### config.mk
export PLATFORM = sky130hd
export DESIGN_NAME = atk_hold_timer
export DESIGN_NICKNAME = d
export VERILOG_FILES = /design/src/rtl/aht_pkg.sv /design/src/rtl/tick_prescaler.sv /design/src/rtl/interval_fsm.sv /design/src/rtl/hold_pwm.sv /design/src/rtl/atk_hold_timer.sv
export SDC_FILE = /design/constraint.sdc
export NUM_CORES = 1
export LEC_CHECK = 0
export ABC_AREA = 1
export BUFFER_PORTS_ARGS = -buffer_cell sky130_fd_sc_hd__buf_2
export CAP_MARGIN = 30
export CORE_ASPECT_RATIO = 1.4
export CORE_UTILIZATION = 25
export CTS_CLUSTER_DIAMETER = 50
export DETAILED_ROUTE_END_ITERATION = 6
export PLACE_DENSITY = 0.47
export SETUP_SLACK_MARGIN = 0.3
export SLEW_MARGIN = 20
export SYNTH_ARGS = -nofsm -noshare
export SYNTH_HDL_FRONTEND = slang
export SYNTH_SLANG_ARGS = --single-unit
export TNS_END_PERCENT = 1
### constraint.sdc
create_clock -name clk -period 2.17 [get_ports clk]
set_input_delay 0.1085 -clock clk [delete_from_list [all_inputs] [get_ports clk]]
set_output_delay 0.1085 -clock clk [all_outputs]
set_load 0.01 [all_outputs]
### src/rtl/aht_pkg.sv
package aht_pkg;

  localparam int TICK_DIV_W = 11;
  localparam int PWM_DIV_W  = 15;

  typedef enum logic [1:0] {
    PH_IDLE   = 2'd0,
    PH_COARSE = 2'd1,
    PH_FINE   = 2'd2
  } phase_t;

  // Tick divisor from its select code; zero means "no ticks".
  function automatic logic [TICK_DIV_W-1:0] tick_divisor(input logic [2:0] code);
    case (code)
      3'd1:    return TICK_DIV_W'(1);
      3'd2:    return TICK_DIV_W'(8);
      3'd3:    return TICK_DIV_W'(64);
      3'd4:    return TICK_DIV_W'(256);
      3'd5:    return TICK_DIV_W'(1024);
      default: return '0;
    endcase
  endfunction

  // PWM step divisor: 2^(code-1) for code >= 2, otherwise 1.
  function automatic logic [PWM_DIV_W-1:0] pwm_divisor(input logic [3:0] code);
    if (code < 4'd2) return PWM_DIV_W'(1);
    return PWM_DIV_W'(1) << (code - 4'd1);
  endfunction

endpackage

### src/rtl/tick_prescaler.sv
module tick_prescaler
  import aht_pkg::*;
#(
  parameter int DIV_W = TICK_DIV_W
) (
  input  logic             clk,
  input  logic             rst_n,
  input  logic             clear,
  input  logic             run,
  input  logic [DIV_W-1:0] divisor,
  output logic             tick
);
  logic [DIV_W-1:0] pc;
  logic             div_ok;

  assign div_ok = (divisor != '0);
  assign tick   = run && div_ok && (pc == divisor - DIV_W'(1));

  always_ff @(posedge clk) begin
    if (!rst_n)                      pc <= '0;
    else if (clear || !run || !div_ok) pc <= '0;
    else if (tick)                   pc <= '0;
    else                             pc <= pc + DIV_W'(1);
  end

  // the phase counter never passes the selected divisor
  p_pc_bound_r4: assert property (@(posedge clk) disable iff (!rst_n)
    (run && div_ok) |-> (pc < divisor));

  // an invalid code never produces a tick
  p_no_tick_invalid_r4: assert property (@(posedge clk) disable iff (!rst_n)
    !div_ok |-> !tick);

endmodule

### src/rtl/interval_fsm.sv
module interval_fsm
  import aht_pkg::*;
#(
  parameter int CNT_W = 8
) (
  input  logic             clk,
  input  logic             rst_n,
  input  logic             start,
  input  logic             stop,
  input  logic             tick,
  input  logic [CNT_W-1:0] coarse_in,
  input  logic [CNT_W-1:0] fine_in,
  input  logic             mode_repeat,
  input  logic             mode_pwm,
  output logic             attack,
  output logic             hold_steady,
  output logic             pwm_en,
  output logic             running,
  output logic             restart
);
  phase_t           phase;
  logic [CNT_W-1:0] tcnt, laps, coarse_q, fine_q, cmp;
  logic             match, lap_last, interval_end;

  assign cmp          = (phase == PH_COARSE) ? '1 : fine_q;
  assign match        = tick && (tcnt == cmp);
  assign lap_last     = match && (phase == PH_COARSE) &&
                        (({1'b0, laps} + (CNT_W+1)'(1)) >= {1'b0, coarse_q});
  assign interval_end = match && (phase == PH_FINE);
  assign restart      = !stop && (start || (interval_end && mode_repeat));
  assign running      = (phase != PH_IDLE);

  always_ff @(posedge clk) begin
    if (!rst_n || stop) begin
      phase       <= PH_IDLE;
      attack      <= 1'b0;
      hold_steady <= 1'b0;
      pwm_en      <= 1'b0;
      tcnt        <= '0;
      laps        <= '0;
      coarse_q    <= '0;
      fine_q      <= '0;
    end else if (start) begin
      phase       <= (coarse_in != '0) ? PH_COARSE : PH_FINE;
      attack      <= 1'b1;
      hold_steady <= 1'b0;
      pwm_en      <= 1'b0;
      tcnt        <= '0;
      laps        <= '0;
      coarse_q    <= coarse_in;
      fine_q      <= fine_in;
    end else if (match) begin
      tcnt <= '0;
      if (phase == PH_COARSE) begin
        laps <= laps + CNT_W'(1);
        if (lap_last) phase <= PH_FINE;
      end else if (mode_repeat) begin
        phase       <= (coarse_in != '0) ? PH_COARSE : PH_FINE;
        attack      <= ~attack;
        hold_steady <= 1'b0;
        pwm_en      <= 1'b1;
        laps        <= '0;
        coarse_q    <= coarse_in;
        fine_q      <= fine_in;
      end else begin
        phase       <= PH_IDLE;
        attack      <= 1'b0;
        hold_steady <= !mode_pwm;
        pwm_en      <= mode_pwm;
      end
    end else if (tick) begin
      tcnt <= tcnt + CNT_W'(1);
    end
  end

  p_stop_quiet_r7: assert property (@(posedge clk) disable iff (!rst_n)
    stop |=> (phase == PH_IDLE) && !attack && !hold_steady && !pwm_en);

  p_lap_bound_r3: assert property (@(posedge clk) disable iff (!rst_n)
    (phase == PH_COARSE) |-> (laps < coarse_q));

  p_tick_bound_r2: assert property (@(posedge clk) disable iff (!rst_n)
    running |-> (tcnt <= cmp));

  p_idle_no_attack_r2: assert property (@(posedge clk) disable iff (!rst_n)
    !running |-> !attack);

  p_hold_excl_r9: assert property (@(posedge clk) disable iff (!rst_n)
    !(hold_steady && pwm_en));

  p_end_release_r5: assert property (@(posedge clk) disable iff (!rst_n)
    (interval_end && !mode_repeat && !stop && !start) |=> (!attack && !running));

  p_repeat_flip_r8: assert property (@(posedge clk) disable iff (!rst_n)
    (interval_end && mode_repeat && !stop && !start) |=> (attack != $past(attack)) && pwm_en);

endmodule

### src/rtl/hold_pwm.sv
module hold_pwm
  import aht_pkg::*;
#(
  parameter int CNT_W = 8,
  parameter int DIV_W = PWM_DIV_W
) (
  input  logic             clk,
  input  logic             rst_n,
  input  logic             en,
  input  logic [3:0]       div_code,
  input  logic [CNT_W-1:0] top,
  input  logic [CNT_W-1:0] duty,
  output logic             pwm_out
);
  logic [DIV_W-1:0] divisor, dcnt;
  logic [CNT_W-1:0] pcnt;
  logic             step, wrap, duty_hit;

  assign divisor  = pwm_divisor(div_code);
  assign step     = en && (dcnt == divisor - DIV_W'(1));
  assign wrap     = step && (pcnt >= top);
  assign duty_hit = step && (pcnt == duty);

  always_ff @(posedge clk) begin
    if (!rst_n || !en) begin
      dcnt    <= '0;
      pcnt    <= '0;
      pwm_out <= 1'b0;
    end else begin
      dcnt <= step ? '0 : dcnt + DIV_W'(1);
      if (step) pcnt <= wrap ? '0 : pcnt + CNT_W'(1);
      if (wrap)          pwm_out <= 1'b1;
      else if (duty_hit) pwm_out <= 1'b0;
    end
  end

  p_div_bound_r6: assert property (@(posedge clk) disable iff (!rst_n)
    en |-> (dcnt < divisor));

  p_pwm_off_r6: assert property (@(posedge clk) disable iff (!rst_n)
    !en |=> !pwm_out);

  p_wrap_sets_r6: assert property (@(posedge clk) disable iff (!rst_n)
    (en && wrap) |=> (pwm_out || !en));

endmodule

### src/rtl/atk_hold_timer.sv
module atk_hold_timer
  import aht_pkg::*;
#(
  parameter int CNT_W = 8
) (
  input  logic             clk,
  input  logic             rst_n,
  input  logic             start,
  input  logic             stop,
  input  logic             mode_repeat,
  input  logic             mode_pwm,
  input  logic [2:0]       tick_code,
  input  logic [CNT_W-1:0] coarse,
  input  logic [CNT_W-1:0] fine,
  input  logic [3:0]       pwm_div_code,
  input  logic [CNT_W-1:0] pwm_top,
  input  logic [CNT_W-1:0] pwm_duty,
  output logic             attack,
  output logic             hold,
  output logic [1:0]       state_flags
);
  logic tick, running, restart, hold_steady, pwm_en, pwm_out;

  tick_prescaler #(.DIV_W(TICK_DIV_W)) u_presc (
    .clk     (clk),
    .rst_n   (rst_n),
    .clear   (restart),
    .run     (running),
    .divisor (tick_divisor(tick_code)),
    .tick    (tick)
  );

  interval_fsm #(.CNT_W(CNT_W)) u_fsm (
    .clk         (clk),
    .rst_n       (rst_n),
    .start       (start),
    .stop        (stop),
    .tick        (tick),
    .coarse_in   (coarse),
    .fine_in     (fine),
    .mode_repeat (mode_repeat),
    .mode_pwm    (mode_pwm),
    .attack      (attack),
    .hold_steady (hold_steady),
    .pwm_en      (pwm_en),
    .running     (running),
    .restart     (restart)
  );

  hold_pwm #(.CNT_W(CNT_W), .DIV_W(PWM_DIV_W)) u_pwm (
    .clk      (clk),
    .rst_n    (rst_n),
    .en       (pwm_en),
    .div_code (pwm_div_code),
    .top      (pwm_top),
    .duty     (pwm_duty),
    .pwm_out  (pwm_out)
  );

  assign hold        = hold_steady || (pwm_en && pwm_out);
  assign state_flags = {hold_steady || pwm_en, attack};

  p_flag_attack_r9: assert property (@(posedge clk) disable iff (!rst_n)
    state_flags[0] == attack);

  p_hold_needs_flag_r9: assert property (@(posedge clk) disable iff (!rst_n)
    hold |-> state_flags[1]);

endmodule

==> summary.txt, run 1 <==
Outcome
  • Failing checks: setup timing
  • Status: finished with violations

Clock tree
  • TritonCTS clock tree: done
  • Root Driver: clkbuf_16
  • CTS buffer count: 9
  • CTS max path bufs: 2
  • Clock Sinks: 72
  • H-tree levels: 3
  • Clock latency at the later pin of the worst-skew pair: 340 ps
  • CTS clk-pin slew, worst paths: 60 ps

Timing
  • Slew Limit Fails: 0
  • Slew @ Worst Pin: 513 ps
  • Fin Setup TNS: -250 ps
  • Setup violators final: 2
  • Fmax: 433 MHz
  • Hold WS: 6.10 ps
  • Final setup margin: -137 ps
  • Setup Skew: 12.0 ps
  • RSZ-0062 raised after global routing: true
  • Max transition margin: 65.6%
  • Final min period: 2310 ps
  • Crit share post-route: 106%
  • Final Hold Fails: 0

Logic synthesis
  • Commonest cells in the netlist: nand2_1, nor2_1, inv_1, dfxtp_1, nand3_1
  • Post-synthesis mux area share: 0%
  • Area share of xor/xnor cells in the synthesized design: 6.96%
  • Leading area contributor after synthesis: dfxtp_1
  • Synth warn: 0
  • Seq/Total Area, Yosys: 29.4%
  • Area contributors post-synth: dfxtp_1, nand2_1, nor2_1, ha_1, inv_1
  • Flops & latches, synth: 72
  • Post-Synth Adder-Cell Area: 6.89%
  • Most frequent cell after synthesis: nand2_1
  • Post-synthesis compound-gate area fraction: 9.51%
  • Synth top area share: 29.4%
  • Number of synthesized flops with an enable pin: 0
  • Asr flop ratio synth: 0%
  • Simple-Gate Fraction of Synth Area: 38.2%
  • Post-Syn Area: 4910 µm²
  • Mapped Cells: 742
  • Synthesized area per cell: 6.61 µm²
  • Largest family of logic cells by synthesized area: simple AND/OR/NAND/NOR gates
  • Post-synthesis cell type count: 45
  • Mapped Nets: 814
  • Commonest register cell after synthesis: dfxtp_1

Placement
  • GP Congestion: 0.867
  • Port bufs: 48
  • Placed cell count: 1085
  • Setup WS pre-CTS: -301 ps
  • HPWL Detailed: 10.3 mm

Final layout
  • FILL cells: 2138
  • Sequential Area: 1460 µm²
  • Net count, final: 936
  • Non-Filler Instances: 1117
  • Multi-input logic area: 3500 µm²
  • Area grow syn2layout: 39.1%
  • Antenna fix cells: 0
  • Share of cells above drive strength 1: 29.3%

Floorplanning
  • Core area: 19200 µm²
  • IO Pins: 49
  • Die Ht: 168 µm
  • Die area: 20200 µm²
  • Num rows: 60
  • Initial core utilization: 25.5%
  • Die W: 120 µm

GRT
  • Initial antenna violation count: 0
  • Largest net degree at the start of global routing: 18
  • Vias in the first global route: 4780
  • Grt total ovfl: 0
  • GRT Total Usage: 13.4%
  • First-pass GRT wire length: 21.6 mm

Power and ir drop
  • Sw Ratio: 25.9%
  • PwrDens: 484 nW/µm²
  • Static leakage: 2.87 nW
  • Maximum VDD drop: 345 µV
  • Clock power frac: 45.8%
  • Sw power: 0.000855 W
  • Combinational power share: 13.6%
  • Seq pwr share: 40.6%
  • Pint: 0.00245 W

Critical path
  • Critical path arrival: 2580 ps
  • WS Path Type: reg -> reg
  • Critical Path End Type: flip-flop
  • Crit path required time: 2450 ps
  • CP max FO: 2
  • Startpoint types: flip-flop

Drt
  • Drt total wl: 13.2 mm
  • DRT Pass-1 Iters: 5
  • Vias/cell: 4.50
  • Routed Antenna Nets: 0
  • Drt drc: 0
  • WL per Instance: 11.8 µm
  • Drt initial violations: 185
  • Via count: 5023

Worst hold path
  • Worst Hold Class: in -> reg

Flow run
  • Max Cap Viol: 0
[power groups by stage]
| stage | registers, W | logic, W | clock network, W |
|---|---|---|---|
| floorplan | 0.00137 | 0.000262 | 0 |
| global placement | 0.00138 | 0.000413 | 0 |
| detailed placement | 0.00138 | 0.000412 | 0 |
| CTS | 0.00134 | 0.000439 | 0.00158 |
| global route | 0.00134 | 0.000505 | 0.00163 |
| finish | 0.00134 | 0.000449 | 0.00151 |
[area by class of cell]
| class | count | share of cell area [%] |
|---|---|---|
| sequential | 72 | 21.3 |
| clock inverter | 4 | 0.788 |
| timing repair buffer | 122 | 13.0 |
| inverter | 94 | 5.54 |
| tap | 248 | 4.55 |
| clock buffer | 12 | 3.61 |
| multi-input combinational | 565 | 51.2 |
[cells by family (layout without fill, tap and decap cells)]
logic type	count (synthesis)	in the layout
xor gates and xnor gates	39	39
adders and majority gates	27	27
buffers and inverters	105	232
and+or+nand+nor	412	412
DFF	72	72
AOI/OAI and AO/OA	87	87
[worst max-delay path, cell delays in order, from the launching register on]
cell      delay (ps)
dfxtp_2          360
ha_4             160
nand3_4           90
nor3b_4          260
xor2_2           120
ha_1             310
nand4_1          150
o311ai_2         300
nand2_1          130
a21oi_2          190
nand3_2           80
a21oi_2          110
[layout by cell type (no fill, tap or decap), drive strengths merged]
cell type,Yosys,layout
clkbuf,1,12
nor2,126,126
o2111ai,1,1
nor3,14,14
ha,27,27
o21ai,35,35
xnor2,8,8
o311ai,1,1
nand3,53,53
a21oi,43,43
nand2,174,174
and3,1,1
clkinvlp,0,2
a22oi,1,1
o31ai,2,2
or2,2,2
dfxtp,72,72
nand4,16,16
xor2,31,31
and2,3,3
nand3b,11,11
nor3b,6,6
a31oi,1,1
dlygate4sd3,0,3
o21bai,1,1
or3,1,1
o2111a,1,1
clkinv,3,3
buf,10,119
inv,91,92
nor4,5,5
o21a,1,1
bufinv,0,1
[state kept, by name, summed over array words and instances, names as in the netlist]
name / cells
u_fsm.attack: 1
u_fsm.tcnt: 8
u_pwm.dcnt: 15
u_pwm.pwm_out: 1
u_pwm.pcnt: 8
u_fsm.coarse_q: 8
u_fsm.phase: 2
u_fsm.fine_q: 8
u_fsm.pwm_en: 1
u_fsm.hold_steady: 1
u_fsm.laps: 8
u_presc.pc: 11
[timing repair]
| action | CTS | global route |
|---|---|---|
| endpoints found under the setup margin | 66 | 71 |
| pin swaps | 37 | 47 |
| buffers inserted | 8 | 5 |
| hold endpoints to repair | 3 | 0 |
| resized for setup | 64 | 72 |
| hold buffers | 3 | 0 |
[metrics by stage]
step | cell area (µm²) | power, W | utilization, %
after global placement | 5890 | 0.00179 | 30.6
after global routing | 6830 | 0.00348 | 35.5
final | 6830 | 0.00331 | 35.5
after floorplan | 4950 | 0.00163 | -
after detailed placement | 5890 | 0.00179 | 30.6
after CTS | 6520 | 0.00336 | 33.9
[worst paths after layout]
path | startpoint | end | slack [ps] | cells after the start
worst max-delay path | u_fsm.laps[1] | u_fsm.phase[0] | -140 | 11
worst min-delay path | fine[7] | u_fsm.fine_q[7] | 6 | 3
worst max register to register | u_fsm.laps[1] | u_fsm.phase[0] | -140 | 11
worst min register to register | u_fsm.coarse_q[3] | u_fsm.coarse_q[3] | 480 | 2
[metal layers]
metal	share of wire (%)	vias up	GRT usage, %	routed length (µm)
met5	0	-	0	0
met4	2.2	0	5.31	286
met3	2.9	19	2.52	389
met2	53	64	25.2	7030
met1	42	2290	14.5	5500
li1	-	2650	-	-
No activity file was read; power rests on OpenSTA's default activity.
==> inputs of run 2 (changes only) <==
--- a/config.mk
+++ b/config.mk
@@ -12,7 +12,7 @@
 export CORE_UTILIZATION = 25
 export CTS_CLUSTER_DIAMETER = 50
 export DETAILED_ROUTE_END_ITERATION = 6
-export PLACE_DENSITY = 0.47
+export PLACE_DENSITY_LB_ADDON = 0.15
 export SETUP_SLACK_MARGIN = 0.3
 export SLEW_MARGIN = 20
 export SYNTH_ARGS = -nofsm -noshare
==> run 2 against run 1 <==
The run still ends with setup timing left. Sequential share of layout area decreased by 0.063 points. Worst setup slack improved by 84 ps. Power increased by 5.6%. Global-route usage increased by 0.92 points. Fmax increased by 3.8%. Largest cell class unchanged. Clock power increased by 12%. Critical path type unchanged. Largest power group unchanged. Final area increased by 0.64%. Clock skew decreased by 3.0 ps. Non-clock buffer count increased by 5.
==> summary.txt, run 2 (synthesized netlist as in run 1, its figures left out) <==
Final layout
  • Sequential Area: 1460 µm² (+0.34%)
  • Multi-input logic area: 3460 µm² (-1.1%)
  • FILL cells: 2148 (+0.47%)
  • Net count, final: 941 (+0.53%)
  • Commonest cells after routing, fill and taps aside: nand2_1, nor2_1, inv_1
  • Max reg flops: 15 (unchanged)
  • Most common cell after layout, fill and taps aside: nand2_1
  • Share of cells above drive strength 1: 29.1% (-0.28 points)
  • Most flops, register: u_pwm.dcnt
  • Largest regs: u_pwm.dcnt: 15 flops, u_presc.pc: 11 flops
  • Area grow syn2layout: 40.0%
  • Post-route cell area: 6870 µm² (+0.64%)

Critical path
  • WS Path Type: reg -> reg
  • Slowest CP cell: dfxtp_4
  • Startpoint types: flip-flop
  • CP most frequent cell: nand2_1
  • Crit path required time: 2440 ps (about the same)
  • Critical path arrival: 2490 ps (-90 ps)
  • Critical Path End Type: flip-flop
  • Reg2Reg Setup Slack: -50 ps (+80 ps)
  • CP max FO: 3 (+1)
  • Max incr delay on CP: 370 ps (about the same)
  • Worst Setup SP: u_fsm.laps[0]
  • R2r worst-path depth: 13 (+2)
  • CP Cell Sequence: ha_4 -> nand3_4 -> nor3b_4 -> xor2_2 -> ha_1 -> nand4_1 -> buf_4 -> o21ai_2 -> a31oi_2 -> nand2_1 -> nand2_1 -> nand2_1 -> a21oi_1
  • RR Startpoint: u_fsm.laps[0]
  • Reg2Reg Capture Point: u_fsm.phase[0]

Worst hold path
  • Hold path cells: 3 (unchanged)
  • Min-Delay Endpoint: u_fsm.fine_q[5]
  • Hold_sp: fine[5]
  • Worst Hold Class: in -> reg

Floorplanning
  • Initial core utilization: 25.5% (unchanged)
  • Core area: 19200 µm² (unchanged)
  • IO Pins: 49 (unchanged)
  • Die Ht: 168 µm (unchanged)
  • Num rows: 60 (unchanged)
  • Die area: 20200 µm² (unchanged)
  • Die W: 120 µm (unchanged)

Drt
  • Drt drc: 0 (unchanged)
  • Via count: 5037 (+0.28%)
  • WL per Instance: 12.3 µm (+4.2%)
  • Vias/cell: 4.49 (-0.26%)
  • Drt total wl: 13.8 mm (+4.7%)
  • Drt initial violations: 154 (-17%)
  • Routed Antenna Nets: 0 (unchanged)
  • DRT Pass-1 Iters: 4 (-1)

Timing
  • Slew Limit Fails: 0 (unchanged)
  • Final Hold Fails: 0 (unchanged)
  • Crit share post-route: 102% (-3.9 points)
  • Fin Setup TNS: -88.3 ps (+162 ps)
  • Setup Skew: 9.03 ps (-2.97 ps)
  • Fmax: 450 MHz (+3.8%)
  • Max transition margin: 67.4% (+1.8 points)
  • RSZ-0062 raised after global routing: true
  • Final setup margin: -53.2 ps (+84.0 ps)
  • Hold WS: 8.31 ps (+2.21 ps)
  • Setup violators final: 2 (unchanged)
  • Slew @ Worst Pin: 486 ps (-27.1 ps)
  • Final min period: 2220 ps (-84.0 ps)

Power and ir drop
  • Pint: 0.00265 W (+8.0%)
  • Sw power: 0.000845 W (-1.1%)
  • Maximum VDD drop: 299 µV (-13%)
  • Clock power frac: 48.5% (+2.7 points)
  • Static leakage: 2.88 nW (+0.40%)
  • Combinational power share: 13.1% (-0.5 points)
  • PwrDens: 508 nW/µm² (+5.0%)
  • Total power: 0.00349 W (+5.6%)
  • Seq pwr share: 38.4% (-2.2 points)
  • Sw Ratio: 24.2% (-1.7 points)

Clock tree
  • H-tree levels: 3 (unchanged)
  • TritonCTS clock tree: done
  • Clock latency at the later pin of the worst-skew pair: 340 ps (about the same)
  • CTS max path bufs: 2 (unchanged)
  • Root Driver: clkbuf_16
  • CTS buffer count: 9 (unchanged)
  • Clock Sinks: 72 (unchanged)
  • CTS clk-pin slew, worst paths: 60 ps (about the same)

Placement
  • HPWL Detailed: 11.0 mm (+7.4%)
  • GP Congestion: 0.833 (-3.9%)
  • Placed instance area: 5980 µm² (+1.6%)
  • Port bufs: 48 (unchanged)

Outcome
  • Failing checks: setup timing
  • Status: finished with violations

Flow run
  • Max Cap Viol: 0 (unchanged)

GRT
  • Largest net degree at the start of global routing: 18 (unchanged)
  • First-pass GRT wire length: 23.1 mm (+6.9%)
  • Grt total ovfl: 0 (unchanged)
  • Vias in the first global route: 5051 (+5.7%)
  • GRT Total Usage: 14.3% (+0.92 points)
  • Initial antenna violation count: 1 (+1)
run 2: changes by cell type in the layout (fill, tap and decap cells not counted), moves of 3 or more:
cell and change:
nand2_1 +4, nand2_2 -3, nor2_2 +3, nor2_4 -5
o21ai_1 -3
run 2: power groups by stage:
stage	Clock [W]	Sequential, W	Combinational, W
2_1_floorplan	0	0.00137	0.000262
3_3_place_gp	0	0.00137	0.000426
3_5_place_dp	0	0.00137	0.000425
4_1_cts	0.00175	0.00134	0.000438
5_1_grt	0.00179	0.00134	0.000516
6_report	0.00169	0.00134	0.000457
run 2: critical path: cells and delay by family (launching register included):
kind | cells | cell delay, ps
XOR/XNOR | 1 | 180
flip-flops | 1 | 370
AND/OR/NAND/NOR | 6 | 690
adder cells (fa/ha/maj) | 2 | 410
AO/OA/AOI/OAI | 3 | 370
buffers and inverters | 1 | 130
run 2: layout make-up:
| class | instances | area share, % |
|---|---|---|
| multi-input combinational | 565 | 50.3 |
| sequential | 72 | 21.3 |
| timing repair buffer | 127 | 13.6 |
| inverter | 94 | 5.39 |
| tap | 248 | 4.52 |
| clock buffer | 10 | 3.33 |
| clock inverter | 6 | 1.57 |
| antenna | 1 | 0.0364 |
run 2: per-stage QoR:
stage	setup WS (ps)	utilization, %	std cells
floorplan	-27.2	-	742
global placement	-253	31.1	1096
detailed placement	-274	31.1	1096
CTS	-93.3	33.9	1121
global route	-209	35.7	1122
finish	-53.2	35.7	1123
run 2: how the worst max path moves through the flow:
stage                                   end  slack (ps)  cells past startpoint
after floorplan           u_fsm.coarse_q[4]         -30                     16
after global placement        u_fsm.laps[4]        -250                     17
after detailed placement      u_fsm.laps[5]        -270                     17
after CTS                    u_fsm.phase[1]         -90                     13
after global routing         u_fsm.phase[0]        -210                     15
final                        u_fsm.phase[0]         -50                     13
run 2: timing repair:
item,4_1_cts,5_1_grt
hold endpoints to repair,3,0
gates resized for setup,30,90
buffers inserted,6,1
endpoints found under the setup margin,59,71
pin swaps,20,57
hold buffers,3,0
run 2: routing by layer:
layer / up-vias / global-route usage, % / routed length [µm]
li1: 2650 / - / -
met1: 2308 / 15.2 / 5600
met2: 55 / 26.8 / 7470
met3: 24 / 2.45 / 314
met4: 0 / 7.19 / 444
met5: - / 0 / 0
==> inputs of run 3 (changes only) <==
--- a/config.mk
+++ b/config.mk
@@ -12,6 +12,7 @@
 export CORE_UTILIZATION = 25
 export CTS_CLUSTER_DIAMETER = 50
 export DETAILED_ROUTE_END_ITERATION = 6
+export MAX_ROUTING_LAYER = met4
 export PLACE_DENSITY_LB_ADDON = 0.15
 export SETUP_SLACK_MARGIN = 0.3
 export SLEW_MARGIN = 20
==> constraint.sdc (replaced) <==
create_clock -name clk -period 2.7 [get_ports clk]
set_input_delay 0.135 -clock clk [delete_from_list [all_inputs] [get_ports clk]]
set_output_delay 0.135 -clock clk [all_outputs]
set_load 0.01 [all_outputs]
==> run 3 against run 2 <==
The flow now finishes without violations. Worst hold slack better by 24 ps. Sequential share of layout area is 3.3 points higher. Routed wire length is 6.4% lower. Global-route usage is 0.32 points lower. Die area stayed put. Non-clock buffer count is 60 lower. Combinational power is 32% lower.
==> summary.txt, run 3 (synthesized netlist as in run 1, its figures left out) <==
GRT
  • Grt total ovfl: 0 (unchanged)
  • GRT Total Usage: 14.0% (-0.32 points)
  • Grt met2 use: 25.2% (-1.6 points)
  • Vias in the first global route: 4651 (-7.9%)
  • Met1 Usage GRT: 14.5% (-0.69 points)
  • First-pass GRT wire length: 21.7 mm (-6.1%)
  • Global routing's busiest layer: met2
  • M3 GR Usage: 2.01% (-0.44 points)
  • Initial antenna violation count: 0 (-1)
  • Largest net degree at the start of global routing: 18 (unchanged)

Final layout
  • Antenna fix cells: 0 (-1)
  • Multi-input logic area: 3080 µm² (-11%)
  • Most flops, register: u_pwm.dcnt
  • Max reg flops: 15 (unchanged)
  • Largest regs: u_pwm.dcnt: 15 flops, u_presc.pc: 11 flops
  • Area grow syn2layout: 20.1%
  • Commonest cells after routing, fill and taps aside: nand2_1, nor2_1, inv_1
  • Non-Filler Instances: 1062 (-5.4%)
  • FILL cells: 2206 (+2.7%)
  • Most common cell after layout, fill and taps aside: nand2_1
  • Net count, final: 881 (-6.4%)
  • Final design utilization: 30.7% (-5.1 points)
  • Share of cells above drive strength 1: 15.4% (-14 points)
  • Sequential Area: 1450 µm² (-0.86%)

Critical path
  • CP max FO: 11 (+8)
  • Critical path arrival: 2500 ps (about the same)
  • Critical Path End Type: flip-flop
  • Reg2Reg Setup Slack: 480 ps (+530 ps)
  • Slowest CP cell: ha_1
  • Max incr delay on CP: 290 ps (-80 ps)
  • Startpoint types: primary input
  • Crit path max-delay family: simple AND/OR/NAND/NOR gates
  • CP Cell Sequence: buf_2 -> inv_2 -> ha_1 -> nor2_1 -> nand2_1 -> ha_1 -> ha_1 -> xnor2_1 -> nor2_1 -> nand3_1 -> clkinv_1 -> nand2_1 -> nor2_2 -> nand3_4 -> nand2_4 -> nand3_1 -> nand2_1 -> buf_12 -> a21oi_1
  • Buf/Inv on CP: 4 (+3)
  • Crit path required time: 2920 ps (+480 ps)
  • WS Path Type: in -> reg

Clock tree
  • Root Driver: clkbuf_16
  • CTS buffer count: 9 (unchanged)
  • Clock Sinks: 72 (unchanged)
  • TritonCTS clock tree: done
  • H-tree levels: 3 (unchanged)
  • Clock latency at the later pin of the worst-skew pair: 330 ps (about the same)
  • CTS max path bufs: 2 (unchanged)
  • CTS clk-pin slew, worst paths: 60 ps (about the same)

Drt
  • Drt drc: 0 (unchanged)
  • Drt initial violations: 133 (-14%)
  • Routed Antenna Nets: 0 (unchanged)
  • WL per Instance: 12.2 µm (-1.0%)
  • Drt total wl: 12.9 mm (-6.4%)
  • Via count: 4740 (-5.9%)
  • DRT Pass-1 Iters: 4 (unchanged)
  • Vias/cell: 4.46 (-0.49%)

Flow run
  • Max Cap Viol: 0 (unchanged)

Floorplanning
  • Die W: 120 µm (unchanged)
  • Core area: 19200 µm² (unchanged)
  • Die Ht: 168 µm (unchanged)
  • IO Pins: 49 (unchanged)
  • Die area: 20200 µm² (unchanged)
  • Num rows: 60 (unchanged)
  • Initial core utilization: 25.5% (unchanged)

Timing
  • Hold WS: 31.9 ps (+23.6 ps)
  • Slew Limit Fails: 0 (unchanged)
  • Fmax: 437 MHz
  • RSZ-0062 raised after global routing: true
  • Slew @ Worst Pin: 505 ps (+19.3 ps)
  • Setup Skew: 7.52 ps (-1.50 ps)
  • Final Hold Fails: 0 (unchanged)
  • Crit share post-route: 84.7%
  • Setup violators final: 0 (-2)
  • Fin Setup TNS: 0 ps (+88.3 ps)
  • Final min period: 2290 ps
  • Max transition margin: 66.1% (-1.3 points)

Placement
  • Port bufs: 48 (unchanged)
  • GP Congestion: 0.840 (+0.84%)
  • HPWL Detailed: 10.5 mm (-5.0%)
  • Placed cell count: 1045 (-4.7%)

Power and ir drop
  • Total power: 0.00255 W (-27%)
  • Maximum VDD drop: 214 µV (-28%)
  • Sw power: 0.000649 W (-23%)
  • Sw Ratio: 25.4% (+1.2 points)
  • Clock power frac: 45.6% (-2.9 points)
  • Static leakage: 2.45 nW (-15%)
  • Pint: 0.00190 W (-28%)
  • Seq pwr share: 42.3% (+3.9 points)
  • PwrDens: 433 nW/µm² (-15%)
  • Combinational power share: 12.1% (-1.0 points)

Worst hold path
  • Worst Hold Class: in -> reg

Outcome
  • Status: completed
## run 3: cell count changes in the layout (fill, tap and decap cells not counted), sizes merged
| cell | previous run | this run |
|---|---|---|
| clkinv | 5 | 6 |
| buf | 124 | 67 |
| clkinvlp | 1 | 0 |
| diode | 1 | 0 |
| clkbuf | 10 | 12 |
| bufinv | 3 | 1 |
| dlygate4sd3 | 3 | 0 |
## run 3: layer usage
metal	wire length, µm	share of wire (%)
met5	0	0
met4	469	3.6
met3	295	2.3
met2	6750	52
met1	5440	42
## run 3: repair_timing
action,in CTS,in global routing
setup buffers,0,1
hold buffers,0,0
resized for setup,2,21
pin swaps,0,7
setup endpoints to repair,2,41
## run 3: worst paths after layout
check | startpoint | end | depth (start not counted)
worst max-delay path | tick_code[2] | u_presc.pc[3] | 19
worst min-delay path | fine[1] | u_fsm.fine_q[1] | 3
worst max register to register | u_fsm.laps[0] | u_fsm.phase[0] | 11
worst min register to register | u_pwm.pwm_out | u_pwm.pwm_out | 2
## run 3: stage by stage
| step | setup slack [ps] | instance area (µm²) |
|---|---|---|
| floorplan | 303 | 4910 |
| global placement | 71.1 | 5530 |
| detailed placement | 5.22 | 5530 |
| CTS | 336 | 5810 |
| global route | 205 | 5890 |
| finish | 414 | 5890 |
## run 3: area by class of cell
cell class              instances  area share (%)
repair buffers                 67            6.99
clock buffers                  12            4.01
flip-flops and latches         72            24.6
inverters                      94            6.20
well taps                     248            5.27
multi-input cells             565            52.2
clock inverters                 4           0.764
## run 3: worst register-to-register path, delay by kind of cell (launching register included)
family	cells	cell delay [ps]
AND/OR/NAND/NOR	5	660
AO/OA/AOI/OAI	3	550
adder cells (fa/ha/maj)	2	460
flip-flops	1	370
XOR/XNOR	1	120
## run 3: power groups by stage
stage               registers [W]  logic, W  clock network [W]
CTS                       0.00108  0.000306            0.00122
finish                    0.00108  0.000309            0.00116
global route              0.00108  0.000352            0.00125
detailed placement        0.00111  0.000304                  0
global placement          0.00111  0.000306                  0
floorplan                 0.00110  0.000204                  0
